## src/rtl/e1ais_pkg.sv

```systemverilog
package e1ais_pkg;

  // Arming state of the multiframe judge
  typedef enum logic [1:0] {
    ARM_OFF  = 2'd0,  // signalling mode off, nothing judged
    ARM_WAIT = 2'd1,  // mode on, waiting for first boundary
    ARM_LIVE = 2'd2   // boundaries close complete multiframes
  } arm_e;

  // Count width able to hold 0..limit+1
  function automatic int tally_width(input int zero_limit);
    return $clog2(zero_limit + 2);
  endfunction

endpackage

```

## src/rtl/e1ais_zero_tally.sv

```systemverilog
module e1ais_zero_tally #(
  parameter int SAT_MAX = 4,
  parameter int CW      = 3
) (
  input  logic          clk,
  input  logic          rst,
  input  logic          enable,
  input  logic          bit_vld,
  input  logic          bit_val,
  input  logic          mf_mark,
  output logic [CW-1:0] tally
);

  localparam logic [CW-1:0] SAT_V = CW'(SAT_MAX);

  logic hit;
  assign hit = bit_vld && !bit_val;

  always_ff @(posedge clk) begin
    if (rst || !enable) begin
      tally <= '0;
    end else if (mf_mark) begin
      // a marked bit on the boundary cycle opens the new multiframe
      tally <= hit ? CW'(1) : '0;
    end else if (hit && tally != SAT_V) begin
      tally <= tally + CW'(1);
    end
  end

endmodule

```

## src/rtl/e1ais_mf_judge.sv

```systemverilog
module e1ais_mf_judge
  import e1ais_pkg::*;
#(
  parameter int ZERO_LIMIT = 3,
  parameter int CONFIRM    = 2,
  parameter int CW         = 3,
  parameter int RW         = 2
) (
  input  logic          clk,
  input  logic          rst,
  input  logic          enable,
  input  logic          mf_mark,
  input  logic [CW-1:0] tally,
  input  logic          status_q,
  output logic          status_next,
  output logic [CW-1:0] last_cnt
);

  localparam logic [CW-1:0] LIM_V = CW'(ZERO_LIMIT);
  localparam logic [RW-1:0] CNF_V = RW'(CONFIRM);

  arm_e          arm;
  logic [RW-1:0] run;
  logic [RW-1:0] run_inc;
  logic          eval;
  logic          qual;

  assign eval    = enable && mf_mark && (arm == ARM_LIVE);
  assign qual    = (tally <= LIM_V);
  assign run_inc = (run == CNF_V) ? run : run + RW'(1);

  always_comb begin
    status_next = status_q;
    if (!enable) begin
      status_next = 1'b0;
    end else if (eval) begin
      if (!qual)
        status_next = 1'b0;
      else if (run_inc >= CNF_V)
        status_next = 1'b1;
    end
  end

  always_ff @(posedge clk) begin
    if (rst || !enable) begin
      arm <= ARM_OFF;
    end else begin
      unique case (arm)
        ARM_OFF:  arm <= mf_mark ? ARM_LIVE : ARM_WAIT;
        ARM_WAIT: if (mf_mark) arm <= ARM_LIVE;
        default:  arm <= ARM_LIVE;
      endcase
    end
  end

  always_ff @(posedge clk) begin
    if (rst || !enable) begin
      run <= '0;
    end else if (eval) begin
      run <= qual ? run_inc : '0;
    end
  end

  always_ff @(posedge clk) begin
    if (rst) begin
      last_cnt <= '0;
    end else if (eval) begin
      last_cnt <= tally;
    end
  end

endmodule

```

## src/rtl/e1ais_level_edge.sv

```systemverilog
module e1ais_level_edge (
  input  logic clk,
  input  logic rst,
  input  logic lvl_next,
  output logic lvl_q,
  output logic chg_q
);

  always_ff @(posedge clk) begin
    if (rst) begin
      lvl_q <= 1'b0;
      chg_q <= 1'b0;
    end else begin
      lvl_q <= lvl_next;
      chg_q <= (lvl_next != lvl_q);
    end
  end

endmodule

```

## src/rtl/e1_mf_ais_monitor.sv

```systemverilog
module e1_mf_ais_monitor
  import e1ais_pkg::*;
#(
  parameter int ZERO_LIMIT = 3,
  parameter int CONFIRM    = 2,
  parameter int CNT_W      = tally_width(ZERO_LIMIT)
) (
  input  logic             clk,
  input  logic             rst,
  input  logic             rx_bit,
  input  logic             ts16_en,
  input  logic             mf_mark,
  input  logic             cas_on,
  output logic             ais_status,
  output logic             ais_change,
  output logic [CNT_W-1:0] last_zero_cnt
);

  localparam int SAT_MAX = ZERO_LIMIT + 1;
  localparam int RUN_W   = $clog2(CONFIRM + 1);

  logic [CNT_W-1:0] tally;
  logic             status_next;

  e1ais_zero_tally #(
    .SAT_MAX (SAT_MAX),
    .CW      (CNT_W)
  ) u_tally (
    .clk     (clk),
    .rst     (rst),
    .enable  (cas_on),
    .bit_vld (ts16_en),
    .bit_val (rx_bit),
    .mf_mark (mf_mark),
    .tally   (tally)
  );

  e1ais_mf_judge #(
    .ZERO_LIMIT (ZERO_LIMIT),
    .CONFIRM    (CONFIRM),
    .CW         (CNT_W),
    .RW         (RUN_W)
  ) u_judge (
    .clk         (clk),
    .rst         (rst),
    .enable      (cas_on),
    .mf_mark     (mf_mark),
    .tally       (tally),
    .status_q    (ais_status),
    .status_next (status_next),
    .last_cnt    (last_zero_cnt)
  );

  e1ais_level_edge u_edge (
    .clk      (clk),
    .rst      (rst),
    .lvl_next (status_next),
    .lvl_q    (ais_status),
    .chg_q    (ais_change)
  );

endmodule

```

## config.mk

```make
export PLATFORM = sky130hd
export DESIGN_NAME = e1_mf_ais_monitor
export DESIGN_NICKNAME = d
export VERILOG_FILES = /design/src/rtl/e1ais_pkg.sv /design/src/rtl/e1ais_zero_tally.sv /design/src/rtl/e1ais_mf_judge.sv /design/src/rtl/e1ais_level_edge.sv /design/src/rtl/e1_mf_ais_monitor.sv
export SDC_FILE = /design/constraint.sdc
export NUM_CORES = 1
export LEC_CHECK = 0
export BUFFER_PORTS_ARGS = -buffer_cell sky130_fd_sc_hd__buf_2
export CAP_MARGIN = 0
export CORE_AREA = 3 3 40 42
export CTS_CLUSTER_DIAMETER = 50
export DETAILED_ROUTE_END_ITERATION = 6
export DIE_AREA = 0 0 43 45
export SETUP_SLACK_MARGIN = 0.3
export SLEW_MARGIN = 30
export SYNTH_ARGS = -nofsm -noshare
export SYNTH_HDL_FRONTEND = slang
export SYNTH_SLANG_ARGS = --single-unit
```

## constraint.sdc

```tcl
create_clock -name clk -period 2.04 [get_ports clk]
set_input_delay 0.408 -clock clk [delete_from_list [all_inputs] [get_ports clk]]
set_output_delay 0.408 -clock clk [all_outputs]
set_load 0.03 [all_outputs]
```

# --- After elaboration in Yosys (flattened, before gate mapping) ---
# Cells that the tools add are included.
word_totals:
  ff_bits: 12
  input_bits: 6
  out_inout_bits: 5
  wordCells: 37
classes:
  n_addsub: 2
  magnitude_cmp: 2
  n_eq_ne: 6
  mux: 12
  reduce_logical: 9
op_table:
  columns: ["operator", "n"]
  rows:
  - ["2-to-1 mux 2 bit", 4]
  - ["2-to-1 mux 3 bit", 2]
  - ["2-to-1 mux 1 bit", 5]
  - ["== test 2 bit, second input constant", 2]
  - ["logical AND 1 bit", 4]
  - ["one-hot mux 2 bit (2 select lines)", 1]
  - ["adder 3 x 1 -> 3 bit, second input constant", 1]
  - ["<= comparator 3 x 2 -> 1 bit, second input constant", 1]
  - ["!= test 3 bit, second input constant", 1]
  - ["adder 2 x 1 -> 2 bit, second input constant", 1]
  - ["== test 2 x 1 -> 1 bit, second input constant", 1]
  - ["greater-or-equal comparator 2 bit, second input constant", 1]
  - ["zero test 1 bit", 2]
  - ["zero test 2 bit", 1]
  - ["!= test 2 bit, second input constant", 1]
  - ["nonzero test 2 bit", 1]
  - ["logical OR 1 bit", 1]
  - ["!= test 1 bit", 1]

# --- Longest topological paths before layout ---
# Gate-level depths: netlist (run 1).
depth:
  depth_word: 8
  depth_mapped: 5
  mapped_depth_nobuf: 5

# --- Cells and area by module ---
# Synthesis (run 1) repeated with hierarchy kept, for this count alone.
unflattened:
  cells_unflattened: 61
  hier_area_um2: 554.3
by_module_without_submodules:
  columns: ["mod", "n_inst", "cells_per_inst", "area_each_um2", "seq_area_each_um2"]
  rows:
  - ["e1ais_mf_judge", 1, 34, 297.8, 140.1]
  - ["e1ais_zero_tally", 1, 22, 197.7, 60.1]
  - ["e1ais_level_edge", 1, 5, 58.8, 40.0]

# --- Worst setup path after synthesis (run 1) ---
# Ideal clock, no wire load.
synth_path:
  kind: "register -> register"
  from: "reg u_tally.tally[0]"
  to: "reg u_edge.chg_q"
  setup_ns: 0.074
  arrival_ns: 1.382
  t_required_ns: 1.966
  path_slack_ns: 0.584
  path_stages_with_launch: 5
  path_buffers: 0
  synth_period_minus_slack_ns: 1.456
  cell_sequence: "dfxtp_1 > ha_1 > ha_1 > or4b_1 > a31oi_1"
synth_via:
  elab_chain_len: 5
synth_rtl:
  columns: ["element", "line_no", "rtl"]
  rows:
  - ["from (decl)", "e1ais_zero_tally.sv:11", "output logic [CW-1:0] tally"]
  - ["from (signal assigned)", "e1ais_zero_tally.sv:24", "tally <= hit ? CW'(1) : '0;"]
  - ["from (signal assigned)", "e1ais_zero_tally.sv:26", "tally <= tally + CW'(1);"]
  - ["<= comparator 3 x 2 -> 1 bit", "e1ais_mf_judge.sv:29", "assign qual = (tally <= LIM_V);"]
  - ["2-to-1 mux 1 bit", "e1ais_mf_judge.sv:37", "if (!qual)"]
  - ["2-to-1 mux 1 bit", "e1ais_mf_judge.sv:36", "end else if (eval) begin"]
  - ["2-to-1 mux 1 bit", "e1ais_mf_judge.sv:34", "if (!enable) begin"]
  - ["!= test 1 bit", "e1ais_level_edge.sv:15", "chg_q <= (lvl_next != lvl_q);"]
  - ["to (signal assigned)", "e1ais_level_edge.sv:15", null]
  - ["to (decl)", "e1ais_level_edge.sv:6", "output logic chg_q"]
# Every way passes these cells.
# A chain may end at the register's enable or synchronous reset.

# --- Worst setup path after layout (run 1) ---
# Same ends and word-level chain as after synthesis.

==> results of run 1 <==
## Yosys cell counts
master    count
and3b_1       1
clkbuf_1      1
ha_1          4
a21o_1        1
nor3_1        2
nand2_1       9
and4b_1       1
dfxtp_1      12
nor2b_1       1
or4b_1        1
or2_1         1
nand3_1       1
inv_1         5
o211ai_1      3
o21ai_0       2
a21oi_1      11
nor2_1        3
a31oi_1       1
nand4b_4      1
a211o_1       1
nand2b_1      4
## cells by family (layout without fill, tap and decap cells)
family | after synthesis | in the layout
buffers and inverters | 6 | 19
adder cells (fa/ha/maj) | 4 | 4
flip-flops | 12 | 12
AND/OR/NAND/NOR | 25 | 25
AO/OA/AOI/OAI | 19 | 19
## per-layer routing
| metal | wire length [microns] | GRT usage [%] | vias up |
|---|---|---|---|
| met3 | 41 | 2.390 | 5 |
| met4 | 40 | 12.65 | 0 |
| met5 | 0 | 0 | - |
| met1 | 535 | 13.94 | 218 |
| met2 | 476 | 20.06 | 10 |
| li1 | - | - | 259 |
## layout make-up
| class | count | area share [%] |
|---|---|---|
| sequential | 12 | 35.62 |
| timing repair buffer | 10 | 7.421 |
| inverter | 5 | 2.783 |
| tap | 15 | 2.783 |
| multi-input combinational | 48 | 46.01 |
| clock buffer | 4 | 5.380 |
## registers in the layout, indices dropped and copies added (netlist names)
signal / cells
u_edge.chg_q: 1
u_edge.lvl_q: 1
u_judge.arm: 2
u_judge.last_cnt: 3
u_judge.run: 2
u_tally.tally: 3
## power by group
part,internal (mW),switching [mW]
Combinational,0.00986,0.0142
Sequential,0.237,0.00263
Clock,0.109,0.0795
## stage by stage
stage | power, mW | instances
floorplan | 0.2566 | 66
global placement | 0.2684 | 90
detailed placement | 0.2685 | 90
CTS | 0.4607 | 94
global route | 0.4726 | 94
finish | 0.4513 | 94
## how the worst min path moves through the flow
stage                        start                  end  slack, ps  cells after the start
2_1_floorplan       u_judge.run[0]       u_judge.run[0]        430                      2
3_3_place_gp   u_judge.last_cnt[2]  u_judge.last_cnt[2]        440                      2
3_5_place_dp   u_judge.last_cnt[0]  u_judge.last_cnt[0]        440                      2
4_1_cts                        rst  u_judge.last_cnt[0]        340                      2
5_1_grt                        rst         u_edge.chg_q        350                      2
6_report                       rst  u_judge.last_cnt[0]        340                      2
## worst register-to-register path: stages, from the launching register on
cell and delay [ps]:
dfxtp_1 350, ha_1 210, ha_1 230, or4b_1 520
a31oi_1 160
==> out/summary.txt, run 1 <==
Peak supply drop - 0.3032 mV
IO Pins - 11
Leak - 0.2713 nW
Initial antenna violation count - 0
Initial core utilization - 44.60%
Area of the multi-input gates - 310.3 sq um
CP max FO - 5
Fraction of final layout cells sized beyond drive strength 1 - 18.99%
Min Clock Period, post-route - 1532 ps
Most frequent cells in the layout - 12 x dfxtp_1, 11 x a21oi_1, 10 x buf_2
Vias in the first global route - 405
CP Capture Type - flop
Die Height - 45 microns
Status - finished clean
PostCTS Resize Cnt - 0
Area delta synth->final - 17.69%
Final slew viol count - 0
Synth Warn # - 0
Final setup viols - 0
Vias - 492
Synth Cell Area - 573.1 sq um
Htree depth - 1
RR Endpoint - u_edge.chg_q
Total grt overflow - 0
RSZ-0062 raised after global routing - false
CTS root buf - clkbuf_4
Normalized max-slew margin - 77.37%
Crit path arrival time - 1740 ps
Post-Place Setup Slack - 522.2 ps
Netlist cell types - 21
Flip-flop and latch area - 240.2 sq um
Adder-Cell Fraction of Synth Area - 8.734%
HP Class - input pin to flop
Drt first pass iters - 4
Xor and xnor area share after synthesis - 0%
CTS buffer count - 3
Top cell type's share of synthesized area - 41.92%
Biggest area consumer among synthesized cells - dfxtp_1
Post-DP HPWL - 817.4 microns
Die area - 1935 sq um
Worst reg2reg path depth - 4
Later-pin clock latency in the skew report - 270 ps
Final WL - 1093 microns
Final nets - 90
Count of mapped cells out of synthesis - 66
Crit path buf inv count - 0
Multiplexer share of the synthesized area - 0%
Largest family of logic cells by synthesized area - simple AND/OR/NAND/NOR gates
Dpl cell area - 638.1 sq um
Critical path type - flop to flop
Critical Path Stages - 4
Post-Syn Area per Cell - 8.683 sq um
Setup Skew - 0.4078 ps
Routed WL per cell - 11.63 microns
Final Cycle Share - 75.10%
Fill cells - 134
MaxCap Viol Count - 0
Crit path capture - u_edge.chg_q
Vias per cell - 5.234
Critical Path Source Type - flop
Top post-synthesis cells by area - dfxtp_1 42%, a21oi_1 9.6%, ha_1 8.7%
Clock sinks - 12
RePlAce Congestion - 0.7524
CP Cell Sequence - ha_1, ha_1, or4b_1, a31oi_1
Commonest non-fill, non-tap cell in the layout - dfxtp_1
Setup_tns - 0 ps
Final WS setup - 507.9 ps
Crit-path slowest cell - or4b_1
First-pass GRT wire length - 1725 microns
Post-synthesis net count - 76
Die width - 43 microns
Sequential area share after synthesis - 41.92%
Final hold vios - 0
Simple-Gate Fraction of Synth Area - 26.20%
DRT iter0 DRCs - 10
Peak Freq - 652.7 MHz
Power per cell area - 669.1 nW/um^2
Total core area - 1285 sq um
Clock buffer depth - 2
Synth Area in Compound Gates - 19.21%
FF-to-FF Start - u_tally.tally[0]
Post-CTS Setup Inserts - 0
ANT cells - 0
Number of port buffers - 10
Maximum number of pins on one net before global-route repair - 8
Final instance area - 674.4 sq um
CTS tree - done
DR DRC count - 0
Row count - 13
Min Hold Slack - 343.1 ps
Final core occ - 52.48%
Post-DRT Antenna Nets - 0
Max incr delay on CP - 520 ps
Most used cell, CP - ha_1
Critical path's top delay family - simple AND/OR/NAND/NOR gates
Req. time, crit path - 2250 ps
Slew at the pin with the worst max-slew slack - 339.4 ps
GRT Total Usage - 12.64%
Hold_buf cts - 0
Reg2reg setup slack - 510 ps
Clock slew at reported path FFs - 70 ps
Crit path launch - u_tally.tally[0]
Register bit total from synthesis - 12
(Power assumes the default switching activity.)
==> run 2: changes to the inputs <==
--- a/config.mk
+++ b/config.mk
@@ -11,6 +11,7 @@
 export CTS_CLUSTER_DIAMETER = 50
 export DETAILED_ROUTE_END_ITERATION = 6
 export DIE_AREA = 0 0 43 45
+export PLACE_DENSITY = 0.67
 export SETUP_SLACK_MARGIN = 0.3
 export SLEW_MARGIN = 30
 export SYNTH_ARGS = -nofsm -noshare
==> constraint.sdc (replaced) <==
create_clock -name clk -period 1.26 [get_ports clk]
set_input_delay 0.252 -clock clk [delete_from_list [all_inputs] [get_ports clk]]
set_output_delay 0.252 -clock clk [all_outputs]
set_load 0.03 [all_outputs]
==> run 2 against run 1 <==
The run now ends with setup timing left. Register-to-register slack worse by 600 ps. Routed wire length is 26% higher. Combinational power grew to 2.5 times the previous value. Non-clock buffer count is 13 higher. Largest cell class unchanged.
==> out/summary.txt, run 2 (synthesized netlist as in run 1, its figures left out) <==
Status - complete, but fails checks
Failing checks - setup timing
Initial core utilization - 44.60% (unchanged)
Commonest non-fill, non-tap cell in the layout - buf_4
Total grt overflow - 0 (unchanged)
Final WL - 1382 microns (+26%)
Flop pwr share - 57.9% (+4.9 points)
Comb pwr share - 9.1% (+3.8 points)
Largest regs - u_judge.last_cnt: 3 flops, u_tally.tally: 3 flops
Final instance area - 893.4 sq um (+32%)
Switch Pwr - 0.1483 mW (+54%)
Die area - 1935 sq um (unchanged)
CTS tree - done
Total core area - 1285 sq um (unchanged)
CTS buffer count - 3 (unchanged)
Htree depth - 1 (unchanged)
Maximum number of pins on one net before global-route repair - 8 (unchanged)
MaxCap Viol Count - 0 (unchanged)
HP Class - input pin to flop
Row count - 13 (unchanged)
Crit path launch - u_tally.tally[0]
IO Pins - 11 (unchanged)
Critical path type - flop to flop
Die width - 43 microns (unchanged)
Net Sw Frac - 22.10% (+0.77 points)
Inst Count DP - 103 (+14%)
Min Hold Slack - 190.1 ps (-153.0 ps)
Number of port buffers - 10 (unchanged)
Drt first pass iters - 4 (unchanged)
Crit-path slowest cell - or4b_1
Vias per cell - 5.274 (+0.76%)
CP Capture Type - flop
RSZ-0062 raised after global routing - true
Dpl cell area - 775.7 sq um (+22%)
DR DRC count - 0 (unchanged)
FF-to-FF Start - u_tally.tally[0]
Post-DRT Antenna Nets - 0 (unchanged)
Final Cycle Share - 107.4% (+32 points)
Final WS setup - -92.66 ps (-600.5 ps)
Leak - 0.3517 nW (+30%)
Req. time, crit path - 1450 ps (-800 ps)
Final setup viols - 1 (+1)
Critical path's top delay family - simple AND/OR/NAND/NOR gates
Clock buffer depth - 2 (unchanged)
Later-pin clock latency in the skew report - 270 ps (about the same)
Total power - 0.6710 mW (+49%)
Hold_sp - rst
Normalized max-slew margin - 79.15% (+1.8 points)
Clock slew at reported path FFs - 70 ps (about the same)
Vias - 559 (+14%)
Vias in the first global route - 549 (+36%)
Clock sinks - 12 (unchanged)
Fraction of final layout cells sized beyond drive strength 1 - 53.85% (+35 points)
Int Power - 0.5227 mW (+47%)
First-pass GRT wire length - 2311 microns (+34%)
Post-DP HPWL - 974.1 microns (+19%)
Final hold vios - 0 (unchanged)
Routed WL per cell - 13.04 microns (+12%)
Max incr delay on CP - 490 ps (-30 ps)
Critical Path Source Type - flop
Die Height - 45 microns (unchanged)
Clock Power Share - 33.1% (-8.6 points)
GRT Total Usage - 16.54% (+3.9 points)
RePlAce Congestion - 0.7247 (-3.7%)
Area delta synth->final - 55.90%
Final nets - 103 (+14%)
Min Clock Period, post-route - 1353 ps (-179.5 ps)
CP Cell Sequence - ha_4, ha_4, or4b_1, a31oi_1
ANT cells - 0 (unchanged)
CP max FO - 3 (-2)
Most frequent cells in the layout - 14 x buf_4, 8 x nand2_1, 6 x a21oi_1, 6 x dfxtp_1, 6 x dfxtp_2
Final core occ - 69.52% (+17 points)
Power per cell area - 751.1 nW/um^2 (+12%)
Peak supply drop - 0.6341 mV (+110%)
Crit path arrival time - 1540 ps (-200 ps)
Slew at the pin with the worst max-slew slack - 312.1 ps (-27.29 ps)
DRT iter0 DRCs - 12 (+2)
CTS root buf - clkbuf_4
Final slew viol count - 0 (unchanged)
Crit path buf inv count - 0 (unchanged)
Initial antenna violation count - 0 (unchanged)
Most used cell, CP - ha_4
Non-filler cells, final - 106 (+13%)
Setup Skew - 6.347 ps (+5.940 ps)
Peak Freq - 739.3 MHz (+13%)
[run 2: cell count changes in the layout (fill, tap and decap cells not counted), sizes merged]
cell | previous run | this run
buf | 10 | 23
clkbuf | 4 | 3
[run 2: worst register-to-register path: stages (launching register included)]
cell	delay [ps]
dfxtp_2	340
ha_4	160
ha_4	150
or4b_1	490
a31oi_1	130
[run 2: area by class of cell]
class | instances | area, sq um
Clock buffer | 3 | 22.52
Fill cell | 104 | 391.6
Inverter | 5 | 23.77
Multi-Input combinational cell | 48 | 405.4
Sequential cell | 12 | 247.7
Tap cell | 15 | 18.77
Timing Repair Buffer | 23 | 175.2
[run 2: stage by stage]
| step | TNS, ps | worst slack [ps] |
|---|---|---|
| final | -92.66 | -92.66 |
| after global routing | -215.2 | -156.6 |
| after CTS | -98.45 | -93.57 |
| after detailed placement | -114.3 | -74.38 |
| after global placement | -70.79 | -46.32 |
| after floorplan | -56.94 | -56.94 |
[run 2: timing repair]
item                       4_1_cts  5_1_grt
pin swaps                       10        4
buffers inserted                 0        0
resized for setup               22        8
hold buffers                     0        0
setup endpoints to repair       15       15
[run 2: worst paths after layout]
path | end | slack (ps) | cells past startpoint
max reg2reg | u_edge.chg_q | -90 | 4
min | u_judge.last_cnt[0] | 190 | 2
min reg2reg | u_judge.last_cnt[0] | 460 | 2
max | u_edge.chg_q | -90 | 4
[run 2: per-layer routing]
layer	GRT usage [%]	share of wire [%]	vias up
li1	-	-	282
met3	6.375	4.6	2
met5	0	0	-
met4	7.831	0.80	0
met2	31.14	55	12
met1	15.82	39	263
[run 2: power groups by stage]
| stage | Clock, mW | Sequential [mW] | Combinational (mW) |
|---|---|---|---|
| after floorplan | 0 | 0.397 | 0.0212 |
| after global placement | 0 | 0.397 | 0.0521 |
| after detailed placement | 0 | 0.397 | 0.0528 |
| after CTS | 0.235 | 0.388 | 0.0565 |
| after global routing | 0.246 | 0.389 | 0.0671 |
| final | 0.222 | 0.388 | 0.0609 |
==> run 3: changes to the inputs <==
--- a/config.mk
+++ b/config.mk
@@ -7,11 +7,10 @@
 export LEC_CHECK = 0
 export BUFFER_PORTS_ARGS = -buffer_cell sky130_fd_sc_hd__buf_2
 export CAP_MARGIN = 0
-export CORE_AREA = 3 3 40 42
+export CORE_MARGIN = 3
+export CORE_UTILIZATION = 36
 export CTS_CLUSTER_DIAMETER = 50
 export DETAILED_ROUTE_END_ITERATION = 6
-export DIE_AREA = 0 0 43 45
-export PLACE_DENSITY = 0.67
 export SETUP_SLACK_MARGIN = 0.3
 export SLEW_MARGIN = 30
 export SYNTH_ARGS = -nofsm -noshare
==> constraint.sdc (replaced) <==
create_clock -name clk -period 1.3 [get_ports clk]
set_input_delay 0.26 -clock clk [delete_from_list [all_inputs] [get_ports clk]]
set_output_delay 0.26 -clock clk [all_outputs]
set_load 0.03 [all_outputs]
==> run 3 against run 2 <==
Utilization decreased by 8.2 points. Non-clock buffer count decreased by 4. Clock skew decreased by 5.3 ps. Cell count decreased by 2.8%. Clock power increased by 31%. Largest cell class unchanged. Critical path depth unchanged. Sequential power decreased by 4%. Worst setup slack improved by 37 ps. Hold slack improved by 17 ps. Clock-buffer cell count increased by 1. Register-to-register slack improved by 40 ps. The flow still finishes with violations (setup timing). First-iteration DRC count decreased by 58%.
==> out/summary.txt, run 3 (synthesized netlist as in run 1, its figures left out) <==
Clock buffer depth - 2 (unchanged)
CP Capture Type - flop
Failing checks - setup timing
Initial antenna violation count - 0 (unchanged)
DR DRC count - 0 (unchanged)
Die Height - 45.90 microns (+2.0%)
Hold_sp - rst
Fraction of final layout cells sized beyond drive strength 1 - 47.73% (-6.1 points)
Status - complete, but fails checks
Non-filler cells, final - 103 (-2.8%)
Slew at the pin with the worst max-slew slack - 338.1 ps (+25.95 ps)
Worst reg2reg path depth - 4 (unchanged)
Power per cell area - 833.6 nW/um^2 (+11%)
Maximum number of pins on one net before global-route repair - 8 (unchanged)
Final hold vios - 0 (unchanged)
Post-CTS Setup Inserts - 0 (unchanged)
Final nets - 99 (-3.9%)
Routed WL per cell - 12.07 microns (-7.4%)
Area delta synth->final - 49.78%
Peak supply drop - 0.5211 mV (-18%)
Inst Count DP - 99 (-3.9%)
Fill cells - 124 (+19%)
Total grt overflow - 0 (unchanged)
CTS buffer count - 3 (unchanged)
Final core occ - 61.36% (-8.2 points)
RePlAce Congestion - 0.7907 (+9.1%)
Crit path arrival time - 1560 ps (+20 ps)
Critical path type - flop to flop
Row count - 13 (unchanged)
RSZ-0062 raised after global routing - true
Post-DRT Antenna Nets - 0 (unchanged)
MaxCap Viol Count - 0 (unchanged)
CTS root buf - clkbuf_4
Crit path capture - u_edge.chg_q
Vias in the first global route - 506 (-7.8%)
DRT iter0 DRCs - 5 (-7)
Largest regs - u_judge.last_cnt: 3 flops, u_tally.tally: 3 flops
Setup Skew - 1.081 ps (-5.266 ps)
IO Pins - 11 (unchanged)
Req. time, crit path - 1500 ps (+50 ps)
HP Class - input pin to flop
Hold_buf cts - 0 (unchanged)
Vias - 534 (-4.5%)
ANT cells - 0 (unchanged)
RR Endpoint - u_edge.chg_q
Total core area - 1399 sq um (+8.9%)
Later-pin clock latency in the skew report - 270 ps (about the same)
Critical Path Source Type - flop
Number of port buffers - 10 (unchanged)
Die width - 45.90 microns (+6.7%)
Peak Freq - 737.4 MHz (-0.25%)
Final WL - 1243 microns (-10%)
Crit path launch - u_tally.tally[0]
Htree depth - 1 (unchanged)
Final Cycle Share - 104.3% (-3.0 points)
Most frequent cells in the layout - 8 x nand2_1, 8 x a21oi_1, 8 x buf_4
Final slew viol count - 0 (unchanged)
CP max FO - 3 (unchanged)
Leak - 0.3287 nW (-6.5%)
Die area - 2106 sq um (+8.9%)
Drt first pass iters - 3 (-1)
CTS tree - done
Clock slew at reported path FFs - 70 ps (about the same)
Initial core utilization - 40.97% (-3.6 points)
Final WS setup - -56.10 ps (+36.56 ps)
Final setup viols - 1 (unchanged)
Vias per cell - 5.184 (-1.7%)
FF-to-FF Start - u_tally.tally[0]
Min Clock Period, post-route - 1356 ps (+3.440 ps)
Normalized max-slew margin - 77.42% (-1.7 points)
GRT Total Usage - 15.36% (-1.2 points)
Post-DP HPWL - 993.1 microns (+2.0%)
Clock sinks - 12 (unchanged)
Reg2reg setup slack - -60 ps (+40 ps)
First-pass GRT wire length - 2256 microns (-2.4%)
run 3: worst min-delay path by stage:
stage	to	slack, ps	cells after the start
floorplan	u_judge.last_cnt[0]	330	1
global placement	u_judge.run[1]	440	2
detailed placement	u_judge.run[1]	440	2
CTS	u_judge.last_cnt[1]	200	2
global route	u_judge.last_cnt[2]	210	2
finish	u_judge.last_cnt[2]	210	2
run 3: critical path, stage by stage, from the launching register on:
cell and delay (ps):
dfxtp_2 350, ha_4 160, ha_4 150, or4b_1 500, a31oi_1 130
run 3: per-stage QoR:
step | setup TNS, ps | area [sq um] | hold WS [ps] | setup slack [ps] | power, mW
4_1_cts | -58.60 | 832.0 | 196.5 | -58.60 | 0.7300
5_1_grt | -163.7 | 858.3 | 209.4 | -89.10 | 0.7568
3_3_place_gp | -0.08948 | 734.5 | 441.2 | -0.08948 | 0.4298
6_report | -56.10 | 858.3 | 206.9 | -56.10 | 0.7155
2_1_floorplan | -17.17 | 603.1 | 329.1 | -17.17 | 0.4037
3_5_place_dp | -44.15 | 734.5 | 444.0 | -44.15 | 0.4303
run 3: where the power goes:
group / switching [mW] / internal, mW
registers: 0.00407 / 0.370
clock network: 0.121 / 0.170
logic: 0.0268 / 0.0231
total: 0.152 / 0.563
run 3: layout make-up:
class,count,area (sq um),share of cell area (%)
Sequential cell,12,251.5,29.30
Clock buffer,4,36.28,4.227
Tap cell,15,18.77,2.187
Inverter,5,23.77,2.770
Multi-Input combinational cell,48,375.4,43.73
Timing Repair Buffer,19,152.6,17.78
run 3: per-layer routing:
layer / up-vias / GRT usage (%) / routed length [microns]
li1: 277 / - / -
met1: 251 / 18.25 / 569
met2: 4 / 23.35 / 635
met3: 2 / 5.138 / 27
met4: 0 / 9.659 / 12
met5: - / 0 / 0
run 3: repair_timing:
action,in CTS,in global routing
endpoints found under the setup margin,13,15
resized for setup,23,7
pin swaps,9,4
